[src/rtl/refpwr_pkg.sv]
package refpwr_pkg;
  typedef enum logic {
    CORE_SLEEP = 1'b0,
    CORE_AWAKE = 1'b1
  } core_state_e;

  // width of a counter that must hold values 0 .. n-1
  function automatic int cnt_width(input int n);
    return (n <= 2) ? 1 : $clog2(n);
  endfunction
endpackage

[src/rtl/core_pwr_ctl.sv]
module core_pwr_ctl
  import refpwr_pkg::*;
(
  input  logic clk,
  input  logic rst_n,
  input  logic start_i,
  input  logic done_i,
  output logic core_en_o
);
  core_state_e state_q;

  always_ff @(posedge clk) begin
    if (!rst_n)       state_q <= CORE_SLEEP;
    else if (start_i) state_q <= CORE_AWAKE;   // new conversion wins
    else if (done_i)  state_q <= CORE_SLEEP;
  end

  assign core_en_o = (state_q == CORE_AWAKE);
endmodule

[src/rtl/ref_gate_ctl.sv]
module ref_gate_ctl (
  input  logic clk,
  input  logic rst_n,
  input  logic match_i,
  input  logic edge9_i,
  input  logic rw_i,
  input  logic nack_i,
  input  logic ext_i,
  output logic ref_en_o
);
  logic pend_q;
  logic armed_q;
  logic ref_q;
  logic hit;

  // ninth edge counts only for a byte that carried our own address
  assign hit = edge9_i & (pend_q | match_i);

  always_ff @(posedge clk) begin
    if (!rst_n)       pend_q <= 1'b0;
    else if (hit)     pend_q <= 1'b0;
    else if (match_i) pend_q <= 1'b1;
  end

  always_ff @(posedge clk) begin
    if (!rst_n) begin
      ref_q   <= 1'b0;
      armed_q <= 1'b0;
    end else if (ext_i) begin
      ref_q   <= 1'b0;
      armed_q <= 1'b0;
    end else if (hit) begin
      ref_q   <= 1'b1;
      armed_q <= ~rw_i;
    end else if (nack_i && armed_q) begin
      ref_q   <= 1'b0;
      armed_q <= 1'b0;
    end
  end

  assign ref_en_o = ref_q;
endmodule

[src/rtl/ref_settle_timer.sv]
module ref_settle_timer
  import refpwr_pkg::*;
#(
  parameter int SETTLE_CYCLES = 2_400_000
) (
  input  logic clk,
  input  logic rst_n,
  input  logic en_i,
  output logic settled_o
);
  localparam int CW = cnt_width(SETTLE_CYCLES);
  localparam logic [CW-1:0] LAST = CW'(SETTLE_CYCLES - 1);

  logic [CW-1:0] cnt_q;
  logic          done_q;

  always_ff @(posedge clk) begin
    if (!rst_n || !en_i) begin
      cnt_q  <= '0;
      done_q <= 1'b0;
    end else if (!done_q) begin
      if (cnt_q == LAST) done_q <= 1'b1;
      else               cnt_q  <= cnt_q + 1'b1;
    end
  end

  assign settled_o = done_q;
endmodule

[src/rtl/refpwr_seq.sv]
module refpwr_seq #(
  parameter int SETTLE_CYCLES = 2_400_000
) (
  input  logic clk,
  input  logic rst_n,
  input  logic addr_match,
  input  logic addr_edge9,
  input  logic rw_flag,
  input  logic conv_done,
  input  logic master_nack,
  input  logic ext_ref_mode,
  output logic core_en,
  output logic ref_en,
  output logic ref_ready
);
  logic settled;

  core_pwr_ctl u_core (
    .clk      (clk),
    .rst_n    (rst_n),
    .start_i  (addr_match),
    .done_i   (conv_done),
    .core_en_o(core_en)
  );

  ref_gate_ctl u_gate (
    .clk     (clk),
    .rst_n   (rst_n),
    .match_i (addr_match),
    .edge9_i (addr_edge9),
    .rw_i    (rw_flag),
    .nack_i  (master_nack),
    .ext_i   (ext_ref_mode),
    .ref_en_o(ref_en)
  );

  ref_settle_timer #(.SETTLE_CYCLES(SETTLE_CYCLES)) u_timer (
    .clk      (clk),
    .rst_n    (rst_n),
    .en_i     (ref_en),
    .settled_o(settled)
  );

  assign ref_ready = ext_ref_mode | (ref_en & settled);
endmodule

[config.mk]
export PLATFORM = sky130hd
export DESIGN_NAME = refpwr_seq
export DESIGN_NICKNAME = d
export VERILOG_FILES = /design/src/rtl/refpwr_pkg.sv /design/src/rtl/core_pwr_ctl.sv /design/src/rtl/ref_gate_ctl.sv /design/src/rtl/ref_settle_timer.sv /design/src/rtl/refpwr_seq.sv
export SDC_FILE = /design/constraint.sdc
export NUM_CORES = 1
export LEC_CHECK = 0
export BUFFER_PORTS_ARGS = -buffer_cell sky130_fd_sc_hd__buf_2
export CORE_MARGIN = 5
export CORE_UTILIZATION = 50
export CTS_CLUSTER_DIAMETER = 120
export CTS_CLUSTER_SIZE = 40
export DETAILED_ROUTE_END_ITERATION = 8
export GPL_TIMING_DRIVEN = 0
export PLACE_DENSITY = 0.67
export RECOVER_POWER = 50
export SLEW_MARGIN = 20
export SYNTH_ARGS = -nofsm -noshare
export SYNTH_HDL_FRONTEND = slang
export SYNTH_SLANG_ARGS = --single-unit
[constraint.sdc]
create_clock -name clk -period 6.2 [get_ports clk]
set_input_delay 0.31 -clock clk [delete_from_list [all_inputs] [get_ports clk]]
set_output_delay 0.31 -clock clk [all_outputs]
set_load 0.005 [all_outputs]
==> results.txt, run 1 <==
status - finished clean
cell area after synthesis - 1409 um^2
vias in the first global route - 1226
Async SR Flop Fraction - 0%
max cap viols - 0
drc violations - 0
Clk pwr share - 29.1%
Hold Vio Cnt, Final - 0
worst path required time - 6.44 ns
CTS Buf Count - 3
total grt overflow - 0
Startpoint Class - register
Initial Util - 51.53%
# rows - 19
layout cells sized above 1 - 14.36%
Max VDD drop - 0.0001615 V
ys flop type - dfxtp_1
Final Setup Violations - 0
Crit Path Max Fanout - 10
RSZ-0062 raised after global routing - no
power per cell area - 174.6 nW/um^2
Slew Viols, Final - 0
DR vias/cell - 6.269
total routed wirelength - 3079 um
first-pass GRT wire length - 5244 um
FF+latch count, synth - 27
Clock Skew - 0.007244 ns
Logic pwr share - 3.9%
CTS Sinks - 27
post_cts resized - 0
Port Buffers - 10
R2R Setup Slk - 3.91 ns
Die Wd - 63.08 um
Fillers - 281
Slew @ Worst Pin - 0.8549 ns
Synth area leader - dfxtp_1
Post-synth EDFFs - 0
Hold Buf Count CTS - 0
most frequent cells after synthesis - dfxtp_1 (27), nor2_1 (15), nand2_1 (13)
Pint - 0.2045 mW
YS warnings - 0
critical path class - reg2reg
Fmax achieved - 436.3 MHz
share of power burned in registers - 66.9%
CP arrival - 2.53 ns
postcts setup bufs - 0
Die Ht - 63.08 um
P&R area growth vs syn - 7.105%
Top-Level Pins - 11
initial antenna violation count - 0
Switching Power - 0.05898 mW
GPL Wtd Cong - 0.8513
GRT Total Usage - 15.98%
Worst-path clk slew - 0.15 ns
largest net degree at the start of global routing - 17
P_leak - 0.4697 nW
count leader, synth - dfxtp_1
DP Wirelength - 2244 um
Avg Inst Size Synth - 8.436 um^2
share of the synthesized area in the top cell type - 38.37%
Detailed Routing Iterations Pass 1 - 4
Routed wire per std cell - 14.52 um
Tmin final - 2.292 ns
Worst slew margin - 42.53%
final worst-path cycle share - 36.97%
CTS tree - done
Core Region - 2734 um^2
setup TNS - 0 ns
top cells by area, synth - dfxtp_1 (38%), nand4_1 (4.9%), nor2_1 (4.0%)
Longest Clk Path Bufs - 2
Worst Hold Class - in2reg
H-tree depth - 1
final net count - 191
ant diodes - 0
post-synthesis instance total - 167
worst skew pair latency - 0.33 ns
syn nets - 176
Critical Path Sink Type - register
via count - 1329
post-route ant nets - 0
switching share of power - 22.38%
Root Driver - clkbuf_4
post-synthesis sequential area ratio - 38.37%
die area - 3979 um^2
overall power - 0.2635 mW
initial DRC count - 62
post-synth cell types - 46
==> cells in the final DEF, fill, tap and decap left out, types with 3 or more instances in the layout <==
cell / instances
o21ai_0: 7
nor4_1: 5
or3_2: 3
nand4_1: 12
a21oi_1: 11
nand2_1: 13
clkbuf_4: 3
buf_2: 8
a31oi_1: 3
o31ai_1: 3
dfxtp_1: 27
nor2_1: 15
nand2b_1: 4
or4_1: 6
clkbuf_1: 7
xnor2_1: 4
nand3_1: 10
inv_1: 4
==> stage by stage <==
stage	hold slack, ns	area (um^2)	setup WS [ns]	instances	util [%]
after detailed placement	0.4776	1498	3.963	208	54.78
after global placement	0.4580	1498	3.986	208	54.78
after floorplan	0.3861	1409	4.259	167	-
after CTS	0.1144	1528	3.907	212	55.88
final	0.1296	1509	3.908	212	55.19
after global routing	0.09083	1509	3.712	212	55.19
==> cells by family after synthesis <==
kind of cell	share of synthesized area, %
simple gates	38.37
flops	38.37
xor+xnor	2.486
fa+ha+maj	0.8880
mux	0.7992
compound gates	15.28
buf+inv	3.818
==> sequential cells by signal, summed over array words and instances (netlist names) <==
name	count
u_core.core_en_o	1
u_gate.pend_q	1
u_timer.settled_o	1
u_timer.cnt_q	22
u_gate.ref_en_o	1
u_gate.armed_q	1
==> power by group through the flow <==
stage / clock network, mW / registers, mW / logic (mW)
2_1_floorplan: 0 / 0.180 / 0.00529
3_3_place_gp: 0 / 0.180 / 0.0100
3_5_place_dp: 0 / 0.180 / 0.0105
4_1_cts: 0.0822 / 0.176 / 0.0105
5_1_grt: 0.0921 / 0.177 / 0.0116
6_report: 0.0768 / 0.176 / 0.0103
==> worst max-delay path: stages (launching register included) <==
cell	delay [ns]
dfxtp_1	0.37
or4b_2	0.73
nor4_2	0.78
o311ai_0	0.23
o41ai_1	0.09
==> worst paths after layout <==
path | from | endpoint | depth (start not counted)
max | u_timer.cnt_q[16] | u_timer.cnt_q[7] | 4
min | addr_edge9 | u_gate.pend_q | 2
max reg2reg | u_timer.cnt_q[16] | u_timer.cnt_q[7] | 4
min reg2reg | u_timer.cnt_q[21] | u_timer.cnt_q[21] | 2
==> layout make-up <==
class | instances | area, um^2 | share of cell area, %
repair buffers | 10 | 47.55 | 3.151
well taps | 31 | 38.79 | 2.570
clock inverters | 1 | 7.507 | 0.4975
flip-flops and latches | 27 | 540.5 | 35.82
clock buffers | 3 | 22.52 | 1.493
multi-input cells | 129 | 799.5 | 52.98
inverters | 4 | 15.01 | 0.9950
plain buffers | 7 | 37.54 | 2.488
==> layer usage <==
layer	track usage (%)	share of wire, %	up-vias
li1	-	-	672
met1	19.65	46	611
met2	26.79	47	35
met3	2.309	3.6	11
met4	8.223	3.0	0
met5	0	0	-
No activity file was read; power rests on OpenSTA's default activity.
==> run 2, diff against run 1 <==
==> constraint.sdc (replaced) <==
create_clock -name clk -period 2.38 [get_ports clk]
set_input_delay 0.119 -clock clk [delete_from_list [all_inputs] [get_ports clk]]
set_output_delay 0.119 -clock clk [all_outputs]
set_load 0.005 [all_outputs]
==> results.txt, run 2 (synthesis results as in run 1) <==
CTS Buf Count - 3
final worst setup slack - 0.2236 ns
ant diodes - 0
Slew @ Worst Pin - 0.7088 ns
Worst Hold Class - in2reg
DR vias/cell - 6.299
Die Ht - 63.08 um
initial DRC count - 59
Top cell by count, worst path - or4_1
Critical Path Sink Type - register
total routed wirelength - 3100 um
final worst-path cycle share - 90.61%
pre-CTS setup slack - 0.1434 ns
Port Buffers - 10
Top reg by flops - u_timer.cnt_q
H-tree depth - 1
worst reg-to-reg path cell count - 5
Max VDD drop - 0.0004286 V
worst skew pair latency - 0.33 ns
crit path max-delay cell type - or4_1
worst path required time - 2.65 ns
Critical R2R Capture - u_timer.cnt_q[21]
max cap viols - 0
Slew Viols, Final - 0
Top-Level Pins - 11
placed cell areas - 1498 um^2
most frequent cells in the layout - dfxtp_1 (27), nor2_1 (15), nand2_1 (13), nand4_1 (11), a21oi_1 (11)
status - finished clean
CTS tree - done
largest net degree at the start of global routing - 17
Initial Util - 51.53%
P_leak - 0.5090 nW
Hold Vio Cnt, Final - 0
R2R Setup Slk - 0.22 ns
worst hold stages - 2
postcts setup bufs - 0
Crit Path Max Fanout - 9
Worst slew margin - 52.31%
first-pass GRT wire length - 5257 um
CTS Sinks - 27
Fmax achieved - 463.7 MHz
# rows - 19
setup TNS - 0 ns
GRT Total Usage - 16.02%
Core Region - 2734 um^2
Routed wire per std cell - 14.49 um
Die Wd - 63.08 um
vias in the first global route - 1232
Detailed Routing Iterations Pass 1 - 4
Fillers - 279
die area - 3979 um^2
GPL Wtd Cong - 0.8513
max reg flops - 22
total grt overflow - 0
commonest non-fill, non-tap cell in the layout - dfxtp_1
CP max stage delay - 0.56 ns
Final Cell Area - 1551 um^2
Tmin final - 2.156 ns
Root Driver - clkbuf_4
Cell Chain, Critical Path - nand4_4 -> or4_1 -> clkbuf_1 -> or4_1 -> a21oi_1
Final Setup Violations - 0
Worst-path clk slew - 0.16 ns
Startpoint Class - register
CP arrival - 2.43 ns
hold path start - rst_n
power per cell area - 447.2 nW/um^2
drc violations - 0
hold path endpoint - u_core.core_en_o
Longest Clk Path Bufs - 2
DP Wirelength - 2244 um
launch point of the worst reg-to-reg path - u_timer.cnt_q[3]
initial antenna violation count - 0
post-route ant nets - 0
layout cells sized above 1 - 14.21%
RSZ-0062 raised after global routing - no
Clock Skew - 0.01415 ns
Hold Worst Slack - 0.04217 ns
via count - 1348
final net count - 193
critical path class - reg2reg
P&R area growth vs syn - 10.12%
-- run 2: power by group --
part / total [mW] / switching, mW / leakage (nW) / internal [mW]
Sequential: 0.460 / 0.00352 / 0.218 / 0.456
Combinational: 0.0293 / 0.0151 / 0.277 / 0.0143
Clock: 0.205 / 0.140 / 0.0139 / 0.0644
-- run 2: worst max-delay path, delay by kind of cell, from the launching register on --
family	cells	cell delay, ns
buffers and inverters	1	0.21
AOI/OAI and AO/OA	1	0.14
DFF	1	0.50
and+or+nand+nor	3	1.23
-- run 2: metal layers --
metal	up-vias	share of wire, %	track usage [%]
li1	676	-	-
met1	631	45	19.65
met2	32	48	26.92
met3	9	4.0	2.309
met4	0	2.7	8.223
met5	-	0	0
-- run 2: how the worst max path moves through the flow --
stage / endpoint / slack, ns / start
after floorplan: u_timer.cnt_q[7] / 0.44 / u_timer.cnt_q[16]
after global placement: u_timer.cnt_q[7] / 0.17 / u_timer.cnt_q[16]
after detailed placement: u_timer.cnt_q[7] / 0.14 / u_timer.cnt_q[16]
after CTS: u_timer.cnt_q[7] / 0.09 / u_timer.cnt_q[16]
after global routing: u_timer.cnt_q[21] / 0.05 / u_timer.cnt_q[3]
final: u_timer.cnt_q[21] / 0.22 / u_timer.cnt_q[3]
-- run 2: metrics by stage --
step / utilization [%] / power (mW) / cells
3_5_place_dp: 54.78 / 0.4965 / 208
6_report: 56.75 / 0.6939 / 214
5_1_grt: 56.75 / 0.7328 / 214
4_1_cts: 56.25 / 0.7026 / 213
3_3_place_gp: 54.78 / 0.4950 / 208
2_1_floorplan: - / 0.4825 / 167
-- run 2: final cells by class --
class	count	area (um^2)	share of cell area, %
clock inverters	1	7.507	0.4839
inverters	4	15.01	0.9677
plain buffers	7	37.54	2.419
well taps	31	38.79	2.500
flip-flops and latches	27	540.5	34.84
clock buffers	3	22.52	1.452
multi-input cells	129	823.3	53.06
repair buffers	12	66.31	4.274
-- run 2: repair_timing --
item                                    CTS  global route
endpoints found under the setup margin    0             3
hold buffers                              1             1
hold endpoints to repair                  1             1
resized for setup                         0             1
==> run 3, diff against run 2 <==
--- a/config.mk
+++ b/config.mk
@@ -6,6 +6,7 @@
 export NUM_CORES = 1
 export LEC_CHECK = 0
 export BUFFER_PORTS_ARGS = -buffer_cell sky130_fd_sc_hd__buf_2
+export CORE_ASPECT_RATIO = 0.7
 export CORE_MARGIN = 5
 export CORE_UTILIZATION = 50
 export CTS_CLUSTER_DIAMETER = 120
==> results.txt, run 3 (synthesis results as in run 1) <==
status - finished clean
total routed wirelength - 3124 um
Max VDD drop - 0.0003266 V
Slew Viols, Final - 0
launch point of the worst reg-to-reg path - u_timer.cnt_q[2]
H-tree depth - 1
Fmax achieved - 468.4 MHz
Critical Path Sink Type - register
vias in the first global route - 1241
P&R area growth vs syn - 11.28%
Port Buffers - 10
Root Driver - clkbuf_8
# rows - 16
CTS Sinks - 27
Detailed Routing Iterations Pass 1 - 4
worst hold stages - 2
worst setup path start - u_timer.cnt_q[2]
power per cell area - 476.4 nW/um^2
worst reg-to-reg path cell count - 5
WL met3 - 162 um
hold path start - addr_match
RSZ-0062 raised after global routing - no
Worst slew margin - 49.34%
crit path max-delay cell type - or4_1
Top-Level Pins - 11
final net count - 192
max cap viols - 0
Top cell by count, worst path - or4_1
Routed wire per std cell - 14.33 um
DP Wirelength - 2271 um
final worst setup slack - 0.2453 ns
Initial Util - 51.37%
commonest non-fill, non-tap cell in the layout - dfxtp_1
most frequent cells in the layout - dfxtp_1 (27), nor2_1 (15), nand2_1 (13), nand4_1 (11), a21oi_1 (11)
highest metal used - met4
Slew @ Worst Pin - 0.7530 ns
via count - 1318
worst path required time - 2.59 ns
Crit Path Max Fanout - 9
CTS Buf Count - 3
P_leak - 0.5238 nW
initial DRC count - 106
Final Setup Violations - 0
pre-CTS setup slack - 0.1574 ns
Longest Clk Path Bufs - 2
GPL Wtd Cong - 0.8720
Worst Hold Class - in2reg
CTS tree - done
post-route ant nets - 0
Cell Chain, Critical Path - nand4_4 -> or4_1 -> buf_2 -> or4_1 -> a21oi_1
final worst-path cycle share - 89.69%
initial antenna violation count - 0
largest net degree at the start of global routing - 16
CP arrival - 2.34 ns
first-pass GRT wire length - 5395 um
DR vias/cell - 6.046
metal1 wirelength - 1586 um
setup TNS - 0 ns
Tmin final - 2.135 ns
GRT Total Usage - 17.28%
met2 routed WL - 1335 um
Die Ht - 54.41 um
area of the multi-input gates - 823.3 um^2
ant diodes - 0
CP max stage delay - 0.55 ns
layout cells sized above 1 - 15.93%
register area - 540.5 um^2
Top reg by flops - u_timer.cnt_q
Worst-path clk slew - 0.09 ns
Core Region - 2743 um^2
worst skew pair latency - 0.27 ns
critical path class - reg2reg
die area - 3996 um^2
Clock Skew - 0.003254 ns
total grt overflow - 0
drc violations - 0
max reg flops - 22
Hold Vio Cnt, Final - 0
Die Wd - 73.45 um
Startpoint Class - register
Fillers - 244
==> run 3: changes by cell type in the layout (fill, tap and decap cells not counted) <==
| cell | change |
|---|---|
| clkbuf_2 | +1 |
| buf_2 | +2 |
| clkinv_2 | +1 |
| clkbuf_1 | -3 |
| clkbuf_4 | -3 |
| clkinvlp_4 | -1 |
| clkbuf_8 | +3 |
| dlygate4sd3_1 | -1 |
==> run 3: layer usage <==
metal  vias to the layer above  global-route usage (%)
met4                         0                   5.422
met5                         -                       0
met2                        34                   27.50
li1                        669                       -
met1                       608                   23.40
met3                         7                   3.853
==> run 3: what timing repair did <==
item,CTS,global route
setup buffers,0,0
hold endpoints to repair,1,0
setup endpoints to repair,0,1
resized for setup,0,1
hold buffers,1,0
==> run 3: cell type report <==
class | instances | area share (%)
plain buffers | 7 | 2.474
clock buffers | 3 | 2.634
clock inverters | 1 | 0.3192
inverters | 4 | 0.9577
multi-input cells | 129 | 52.51
flip-flops and latches | 27 | 34.48
well taps | 36 | 2.873
repair buffers | 11 | 3.751
==> run 3: stage by stage <==
step                std cells  util, %  power [mW]  hold slack (ns)  instance area, um^2
floorplan                 167        -      0.4825           0.1951                 1409
global placement          213    54.84      0.4952           0.2940                 1504
detailed placement        213    54.84      0.4961           0.2948                 1504
CTS                       218    56.89      0.7546          0.07859                 1560
global route              218    57.16      0.7793          0.07234                 1568
finish                    218    57.16      0.7469          0.08062                 1568
==> run 3: where the power goes <==
part	total [mW]	internal, mW	switching [mW]
Clock	0.260	0.117	0.143
Sequential	0.459	0.455	0.00326
Combinational	0.0279	0.0135	0.0144
==> run 3: worst max-delay path: cells and delay by family, from the launching register on <==
kind / cells / cell delay [ns]
buf+inv: 1 / 0.19
simple gates: 3 / 1.21
compound gates: 1 / 0.15
flops: 1 / 0.52
==> run 3: worst paths after layout <==
kind | end | slack [ns]
worst min-delay path | u_core.core_en_o | 0.08
worst max-delay path | u_timer.cnt_q[21] | 0.25
worst max register to register | u_timer.cnt_q[21] | 0.25
worst min register to register | u_timer.cnt_q[21] | 0.49
